## src/rtl/twc_pkg.sv

```systemverilog
package twc_pkg;

    // Field layout of the serial word, low bit first on the wire.
    localparam int unsigned DIV_W    = 14;
    localparam int unsigned TEST_W   = 2;
    localparam int unsigned BAND_W   = 3;
    localparam int unsigned REF_W    = 3;
    localparam int unsigned AM_DROP  = 4;

    localparam int unsigned DIV_LO   = 0;
    localparam int unsigned TEST_LO  = DIV_LO + DIV_W;
    localparam int unsigned BAND_LO  = TEST_LO + TEST_W;
    localparam int unsigned TB_POS   = BAND_LO + BAND_W;
    localparam int unsigned REF_LO   = TB_POS + 1;
    localparam int unsigned SEL_POS  = REF_LO + REF_W;
    localparam int unsigned WORD_W   = SEL_POS + 1;

    // Settings held once a word is accepted (test bits are never stored).
    typedef struct packed {
        logic              fm_sel;
        logic [REF_W-1:0]  refc;
        logic              tb_en;
        logic [BAND_W-1:0] band;
        logic [DIV_W-1:0]  div;
    } applied_t;

    function automatic logic [DIV_W-1:0] eff_divisor(input applied_t w);
        logic [DIV_W-1:0] r;
        if (w.fm_sel) r = w.div;
        else          r = w.div >> AM_DROP;
        return r;
    endfunction

endpackage

```

## src/rtl/twc_sync.sv

```systemverilog
module twc_sync #(
    parameter int unsigned STAGES = 2
) (
    input  logic clk,
    input  logic rst_n,
    input  logic din,
    output logic lvl
);
    typedef struct packed {
        logic [STAGES-1:0] chain;
    } sync_t;

    sync_t st_d, st_q;

    always_comb begin
        st_d.chain = (st_q.chain << 1) | STAGES'(din);
    end

    always_ff @(posedge clk) begin
        if (!rst_n) st_q <= '0;
        else        st_q <= st_d;
    end

    assign lvl = st_q.chain[STAGES-1];
endmodule

```

## src/rtl/twc_shift_rx.sv

```systemverilog
module twc_shift_rx
    import twc_pkg::*;
(
    input  logic     clk,
    input  logic     rst_n,
    input  logic     ce_lvl,
    input  logic     cl_lvl,
    input  logic     dat_lvl,
    output applied_t word_o,
    output logic     err_o
);
    localparam int unsigned CNT_W = $clog2(WORD_W + 2);
    localparam logic [CNT_W-1:0] CNT_FULL = CNT_W'(WORD_W);
    localparam logic [CNT_W-1:0] CNT_SAT  = CNT_W'(WORD_W + 1);

    typedef struct packed {
        logic [WORD_W-1:0] sr;
        logic [CNT_W-1:0]  cnt;
        logic              ce_prev;
        logic              cl_prev;
        applied_t          word;
        logic              err;
    } rx_t;

    rx_t  st_d, st_q;
    logic ce_fall;
    logic cl_rise;

    assign ce_fall = st_q.ce_prev & ~ce_lvl;
    assign cl_rise = cl_lvl & ~st_q.cl_prev;

    always_comb begin
        st_d         = st_q;
        st_d.ce_prev = ce_lvl;
        st_d.cl_prev = cl_lvl;
        st_d.err     = 1'b0;
        if (ce_fall) begin
            if (st_q.cnt == CNT_FULL) begin
                if (st_q.sr[TEST_LO +: TEST_W] == '0) begin
                    st_d.word.div    = st_q.sr[DIV_LO +: DIV_W];
                    st_d.word.band   = st_q.sr[BAND_LO +: BAND_W];
                    st_d.word.tb_en  = st_q.sr[TB_POS];
                    st_d.word.refc   = st_q.sr[REF_LO +: REF_W];
                    st_d.word.fm_sel = st_q.sr[SEL_POS];
                end else begin
                    st_d.err = 1'b1;
                end
            end
            st_d.cnt = '0;
        end else if (ce_lvl && cl_rise) begin
            st_d.sr = {dat_lvl, st_q.sr[WORD_W-1:1]};
            if (st_q.cnt != CNT_SAT) st_d.cnt = st_q.cnt + 1'b1;
        end
    end

    always_ff @(posedge clk) begin
        if (!rst_n) st_q <= '0;
        else        st_q <= st_d;
    end

    assign word_o = st_q.word;
    assign err_o  = st_q.err;
endmodule

```

## src/rtl/twc_timebase.sv

```systemverilog
module twc_timebase #(
    parameter int unsigned HALF = 450000
) (
    input  logic clk,
    input  logic rst_n,
    output logic tb_o
);
    localparam int unsigned CW = (HALF < 2) ? 1 : $clog2(HALF);
    localparam logic [CW-1:0] LAST = CW'(HALF - 1);

    typedef struct packed {
        logic [CW-1:0] cnt;
        logic          tb;
    } tb_t;

    tb_t st_d, st_q;

    always_comb begin
        st_d = st_q;
        if (st_q.cnt == LAST) begin
            st_d.cnt = '0;
            st_d.tb  = ~st_q.tb;
        end else begin
            st_d.cnt = st_q.cnt + 1'b1;
        end
    end

    always_ff @(posedge clk) begin
        if (!rst_n) st_q <= '0;
        else        st_q <= st_d;
    end

    assign tb_o = st_q.tb;
endmodule

```

## src/rtl/twc_band_dec.sv

```systemverilog
module twc_band_dec
    import twc_pkg::*;
(
    input  applied_t          word,
    input  logic              tb_lvl,
    output logic [BAND_W-1:0] band_o,
    output logic [DIV_W-1:0]  div_o
);
    logic [BAND_W-1:0] src;

    always_comb begin
        // An all-zero band field hands the pins over to the reference code.
        if (word.band == '0) src = word.refc;
        else                 src = word.band;
        band_o = src;
        if (word.tb_en) band_o[0] = tb_lvl;
        div_o = eff_divisor(word);
    end
endmodule

```

## src/rtl/twc_ctrl_reg.sv

```systemverilog
module twc_ctrl_reg
    import twc_pkg::*;
#(
    parameter int unsigned SYNC_STAGES = 2,
    parameter int unsigned TB_HALF     = 450000
) (
    input  logic               clk,
    input  logic               rst_n,
    input  logic               ce_i,
    input  logic               cl_i,
    input  logic               data_i,
    output logic [DIV_W-1:0]   div_o,
    output logic [REF_W-1:0]   ref_o,
    output logic               fm_sel_o,
    output logic [BAND_W-1:0]  band_o,
    output logic               err_o
);
    localparam int unsigned N_PINS = 3;

    logic [N_PINS-1:0] pin_raw;
    logic [N_PINS-1:0] pin_lvl;
    applied_t          word;
    logic              tb_lvl;

    assign pin_raw = {data_i, cl_i, ce_i};

    for (genvar g = 0; g < N_PINS; g++) begin : g_sync
        twc_sync #(.STAGES(SYNC_STAGES)) i_sync (
            .clk  (clk),
            .rst_n(rst_n),
            .din  (pin_raw[g]),
            .lvl  (pin_lvl[g])
        );
    end

    twc_shift_rx i_rx (
        .clk    (clk),
        .rst_n  (rst_n),
        .ce_lvl (pin_lvl[0]),
        .cl_lvl (pin_lvl[1]),
        .dat_lvl(pin_lvl[2]),
        .word_o (word),
        .err_o  (err_o)
    );

    twc_timebase #(.HALF(TB_HALF)) i_tb (
        .clk  (clk),
        .rst_n(rst_n),
        .tb_o (tb_lvl)
    );

    twc_band_dec i_dec (
        .word  (word),
        .tb_lvl(tb_lvl),
        .band_o(band_o),
        .div_o (div_o)
    );

    assign ref_o    = word.refc;
    assign fm_sel_o = word.fm_sel;
endmodule

```

## config.mk

```make
export PLATFORM = sky130hd
export DESIGN_NAME = twc_ctrl_reg
export DESIGN_NICKNAME = d
export VERILOG_FILES = /design/src/rtl/twc_pkg.sv /design/src/rtl/twc_sync.sv /design/src/rtl/twc_shift_rx.sv /design/src/rtl/twc_timebase.sv /design/src/rtl/twc_band_dec.sv /design/src/rtl/twc_ctrl_reg.sv
export SDC_FILE = /design/constraint.sdc
export NUM_CORES = 1
export LEC_CHECK = 0
export ABC_CLOCK_PERIOD_IN_PS = 1800
export BUFFER_PORTS_ARGS = -buffer_cell sky130_fd_sc_hd__buf_2
export CAP_MARGIN = 20
export CORE_UTILIZATION = 59
export DETAILED_ROUTE_END_ITERATION = 7
export PLACE_DENSITY_LB_ADDON = 0.08
export SYNTH_ARGS = -nofsm -noshare
export SYNTH_HDL_FRONTEND = slang
export SYNTH_SLANG_ARGS = --single-unit
```

## constraint.sdc

```tcl
create_clock -name clk -period 1.8 [get_ports clk]
set_input_delay 0.09 -clock clk [delete_from_list [all_inputs] [get_ports clk]]
set_output_delay 0.09 -clock clk [all_outputs]
set_load 0.005 [all_outputs]
```

# Word level (Yosys, flattened, before mapping)
# Index checks and enable logic that the tools add are counted.
dict set report word_totals {
  ff_bits 80
  input_bits 5
  out_inout_bits 22
}
dict set report classes {
  addsub 2
  n_eq_ne 3
  n_reduce_logical 9
  mux 4
  bitwise_logic 10
}
# cell n
set ops {}
lappend ops {{adder 19 x 1 -> 19 bit (second input constant)} 1}
lappend ops {{== test 19 bit (second input constant)} 1}
lappend ops {{2-to-1 mux 14 bit} 1}
lappend ops {{bitwise OR 2 x 1 -> 2 bit} 3}
lappend ops {{AND reduction 3 bit} 2}
lappend ops {{adder 5 x 1 -> 5 bit (second input constant)} 1}
lappend ops {{== test 5 bit (second input constant)} 1}
lappend ops {{!= test 5 bit (second input constant)} 1}
lappend ops {{inverter 1 bit} 5}
lappend ops {{AND reduction 2 bit} 2}
lappend ops {{OR reduction 2 bit} 2}
lappend ops {{logical NOT 3 bit} 1}
lappend ops {{2-to-1 mux 3 bit} 1}
lappend ops {{bitwise AND 1 bit} 2}
lappend ops {{logical NOT 2 bit} 1}
lappend ops {{2-to-1 mux 1 bit} 2}
lappend ops {{logical AND 1 bit} 1}

# Depth between registers and ports, before layout
dict set report logic_depth {
  word_depth 4
  ltp_mapped 7
}

# Cells and area by module
# A second synthesis with hierarchy kept.
dict set report unflattened {
  cells_unflattened 403
  hier_area_um2 3634.7
}
# module seq_area_each_um2 instances area_per_inst_um2 cells_per_inst
set modules_own_cells {}
lappend modules_own_cells {twc_shift_rx 1081.0 1 2328.5 266}
lappend modules_own_cells {twc_timebase 400.4 1 927.1 103}
lappend modules_own_cells {twc_band_dec 0.0 1 221.5 22}
lappend modules_own_cells {twc_sync 40.0 3 52.6 4}

# Worst setup path after synthesis
# No wires, ideal clock.
dict set report synth_timing {
  kind {register -> register}
  from {reg i_tb.st_q[1] (netlist name)}
  to {reg i_tb.st_q[14] (netlist name)}
  t_required_ns 1.685
  setup_slack_ns 0.182
  synth_period_minus_slack_ns 1.618
  stages_incl_launch_ff 8
  t_arrival_ns 1.504
  setup_ns 0.115
  cell_sequence {dfxtp_1 -> ha_1 -> and4_1 -> buf_2 -> nand4_2 -> o21ai_4 -> buf_4 -> nor2_1}
}
dict set report synth_via {
  elab_chain_len 2
}
# item line
set synth_lines {}
lappend synth_lines {{start: declaration} twc_timebase.sv:16} ;# tb_t st_d, st_q;
lappend synth_lines {{start signal: assignment} twc_timebase.sv:30} ;# else st_q <= st_d;
lappend synth_lines {{parallel branches: the longest is 2 deep, another holds adder 19 x 1 -> 19 bit} -}
# Several ways; the timed one is not identified.
# A chain may end at the register's enable or synchronous reset.

# Worst setup path after layout
dict set report layout_timing {
  from {reg i_rx.st_q, in the netlist i_rx.word_o[21]}
  to {out div_o[5]}
}
dict set report layout_via {
  elab_chain_len 1
}
# item line
set layout_lines {}
lappend layout_lines {{start: declaration} twc_shift_rx.sv:25} ;# rx_t st_d, st_q;
lappend layout_lines {{start signal: assignment} twc_shift_rx.sv:58} ;# else st_q <= st_d;
lappend layout_lines {{2-to-1 mux 14 bit} twc_pkg.sv:29} ;# if (w.fm_sel) r = w.div;
lappend layout_lines {{end: declaration} twc_ctrl_reg.sv:12} ;# output logic [DIV_W-1:0] div_o,
# No other way between the ends.

==> summary.txt <==
Post CTS Setup Buffer Count - 0
FFs w/ async S/R, synth - 0%
RSZ-0062 raised after global routing - no
Top-area cell type share of the netlist area - 47.2%
Comb power frac - 2.5%
Final Hold Fails - 0
Worst Hold Class - primary input to register
Routed Antenna Nets - 0
Fin nets - 391
Initial antenna violation count - 0
Mean Syn Cell Area - 9.55 µm²
Post-Layout Inst Area - 0.00379 mm²
DRT iter0 DRCs - 92
# rows - 27
Pwr dens - 800 mW/mm²
Antenna diodes - 0
Die ar. - 0.00605 mm²
Detailed-route DRC error count - 0
Buffers on Ports - 26
GPL Wtd Cong - 0.879
Initial core utilization - 61.6%
Top cells by area, synth - dfxtp_1 (47%), mux2i_1 (6.8%), nand2_1 (6.1%), a21boi_0 (5.3%), nor2b_1 (4.1%)
Largest net degree at the start of global routing - 33
Peak VDD IR - 0.612 mV
Dpl hpwl - 3890 µm
TritonCTS clock tree - built
Synth cell types - 44
CP Max Fanout - 16
Static Leak - 0.00141 µW
Clock power share - 38.4%
Max clock buf depth - 2
Placed inst area - 0.00359 mm²
Worst-Skew Late Latency - 0.35 ns
Multi-input gate area - 0.00167 mm²
Syn_nets - 364
Core area - 0.00551 mm²
Initial DRT Pass Iterations - 4
Fraction of layout cells with a size suffix above 1 - 18.6%
Synth Flop Type - dfxtp_1
Total number of vias - 2426
Power consumption - 3030 µW
Worst EP required - 1.71 ns
Seq pwr share - 59.0%
Fmax - 0.592 GHz
Setup_tns - 0 ns
Setup violators final - 0
Synth Instances - 355
Clock Skew - 0.00906 ns
Switching Fraction - 22.6%
H-tree depth - 3
Max cap viols - 0
Number of synthesized flops with an enable pin - 0
Most frequent cell after synthesis - dfxtp_1
CTS root buffer - clkbuf_8
Storage element area - 0.00160 mm²
Worst-path clk slew - 0.08 ns
Critical path startpoint category - register
Layout area overhead - 11.9%
Yosys warning count - 0
Sw Pwr - 686 µW
# IOs - 27
Layout Utilization - 68.9%
Number of synthesized register bits - 80
Final min period - 1.69 ns
Total CTS buffers - 9
Drt via density - 5.29
Post-synthesis cell area - 0.00339 mm²
Final period util - 93.8%
Critical Path End Type - output port
Vias in the first global route - 2276
Total GRT Usage - 21.6%
First-pass GRT wire length - 10200 µm
Slew of the pin with the lowest slew margin - 0.604 ns
Worst slew margin - 59.7%
Die W - 77.8 µm
P_int - 2350 µW
Fill count - 452
GRT overflow - 0
Clock sink total - 80
Post-Route WL - 5830 µm
Cell taking the most area after synthesis - dfxtp_1
Fin. max-slew vios - 0
Post-DR wirelength/cell - 12.7 µm
Run status - completed
Crit Path Category - register to output port
Crit path arrival time - 1.60 ns
Die Ht - 77.8 µm
Sequential-to-total area share from yosys stat - 47.2%
Most frequent cells after synthesis - dfxtp_1 (80), nand2_1 (55), nor2_1 (25)
[per-stage QoR]
| stage | hold WS, ns | std cells | setup slack (ns) |
|---|---|---|---|
| floorplan | 0.217 | 355 | 0.182 |
| detailed placement | 0.300 | 440 | 0.141 |
| CTS | 0.165 | 459 | 0.0999 |
| global route | 0.172 | 459 | 0.00926 |
| finish | 0.173 | 459 | 0.111 |
| global placement | 0.295 | 440 | 0.197 |
[power by group through the flow]
stage	clock [µW]	combinational, µW	sequential [µW]
CTS	1190	77.9	1790
global route	1270	86.2	1790
finish	1170	77.3	1790
global placement	0	72.5	1830
floorplan	0	51.8	1830
detailed placement	0	72.5	1830
[state kept, by name (all words and copies together), names as in the netlist]
signal              count
i_tb.st_q              19
i_rx.err_o              1
i_rx.st_q              31
g_sync.i_sync.st_q      6
i_tb.tb_o               1
i_rx.word_o            22
[metal layers]
metal	wire (µm)	vias to the layer above	track usage, %	share of wire, %
li1	-	1246	-	-
met1	2880	1142	26.5	49
met2	2680	30	35.7	46
met3	176	8	5.29	3.0
met4	94	0	9.62	1.6
met5	0	-	0	0
[timing repair]
item | CTS | global route
hold buffers | 3 | 0
resized for setup | 0 | 1
endpoints found under the hold margin | 3 | 0
endpoints found under the setup margin | 0 | 1
[path summary, 6_finish.rpt]
path / from / endpoint / slack, ns / cells after the start
setup / recovery: i_rx.word_o[21]$_SDFFE_PN0P_ / div_o[5] / 0.11 / 2
hold / removal: rst_n / i_rx.st_q[40]$_SDFFE_PN0P_ / 0.17 / 2
setup reg to reg: i_tb.st_q[1]$_SDFF_PP0_ / i_tb.st_q[19]$_SDFF_PP0_ / 0.14 / 5
hold reg to reg: g_sync[2].i_sync.st_q[0]$_SDFF_PN0_ / g_sync[2].i_sync.st_q[1]$_SDFF_PN0_ / 0.44 / 1
[cell families (layout without fill, tap and decap cells)]
kind of cell    after synthesis  in the layout  share of synthesized area, %
compound gates               43             43                          9.00
buf+inv                      25             57                          3.47
flops                        80             80                          47.2
simple gates                153            153                          24.3
fa+ha+maj                     4              4                          1.48
mux                          33             33                          10.1
xor+xnor                     17             17                          4.39
[cell type report]
class                   instances  share of cell area, %
repair buffers                 36                   6.27
inverters                       5                  0.495
clock buffers                  10                   3.63
multi-input cells             250                   44.1
well taps                      72                   2.37
flip-flops and latches         80                   42.2
clock inverters                 6                  0.923
[layout by cell type (no fill, tap or decap), drive strengths merged, types with 2 or more instances in the layout]
cell,n
nand3,8
ha,4
mux2,10
and3,4
and4,2
a21boi,24
or4,2
xnor2,6
clkinv,4
a21oi,5
buf,33
nand4,10
nor3,3
o211ai,2
dfxtp,80
a21o,2
nor2b,22
or3,2
o21ai,8
inv,5
nor4,2
nand2,55
mux2i,23
xor2,11
dlygate4sd3,3
o31ai,2
and2,12
clkinvlp,2
nand3b,3
nor2,25
clkbuf,10
[critical path: stages (launching register included)]
cell and delay [ns]:
dfxtp_1 0.71, mux2_2 0.41, buf_2 0.13
No activity file was read; power rests on OpenSTA's default activity.
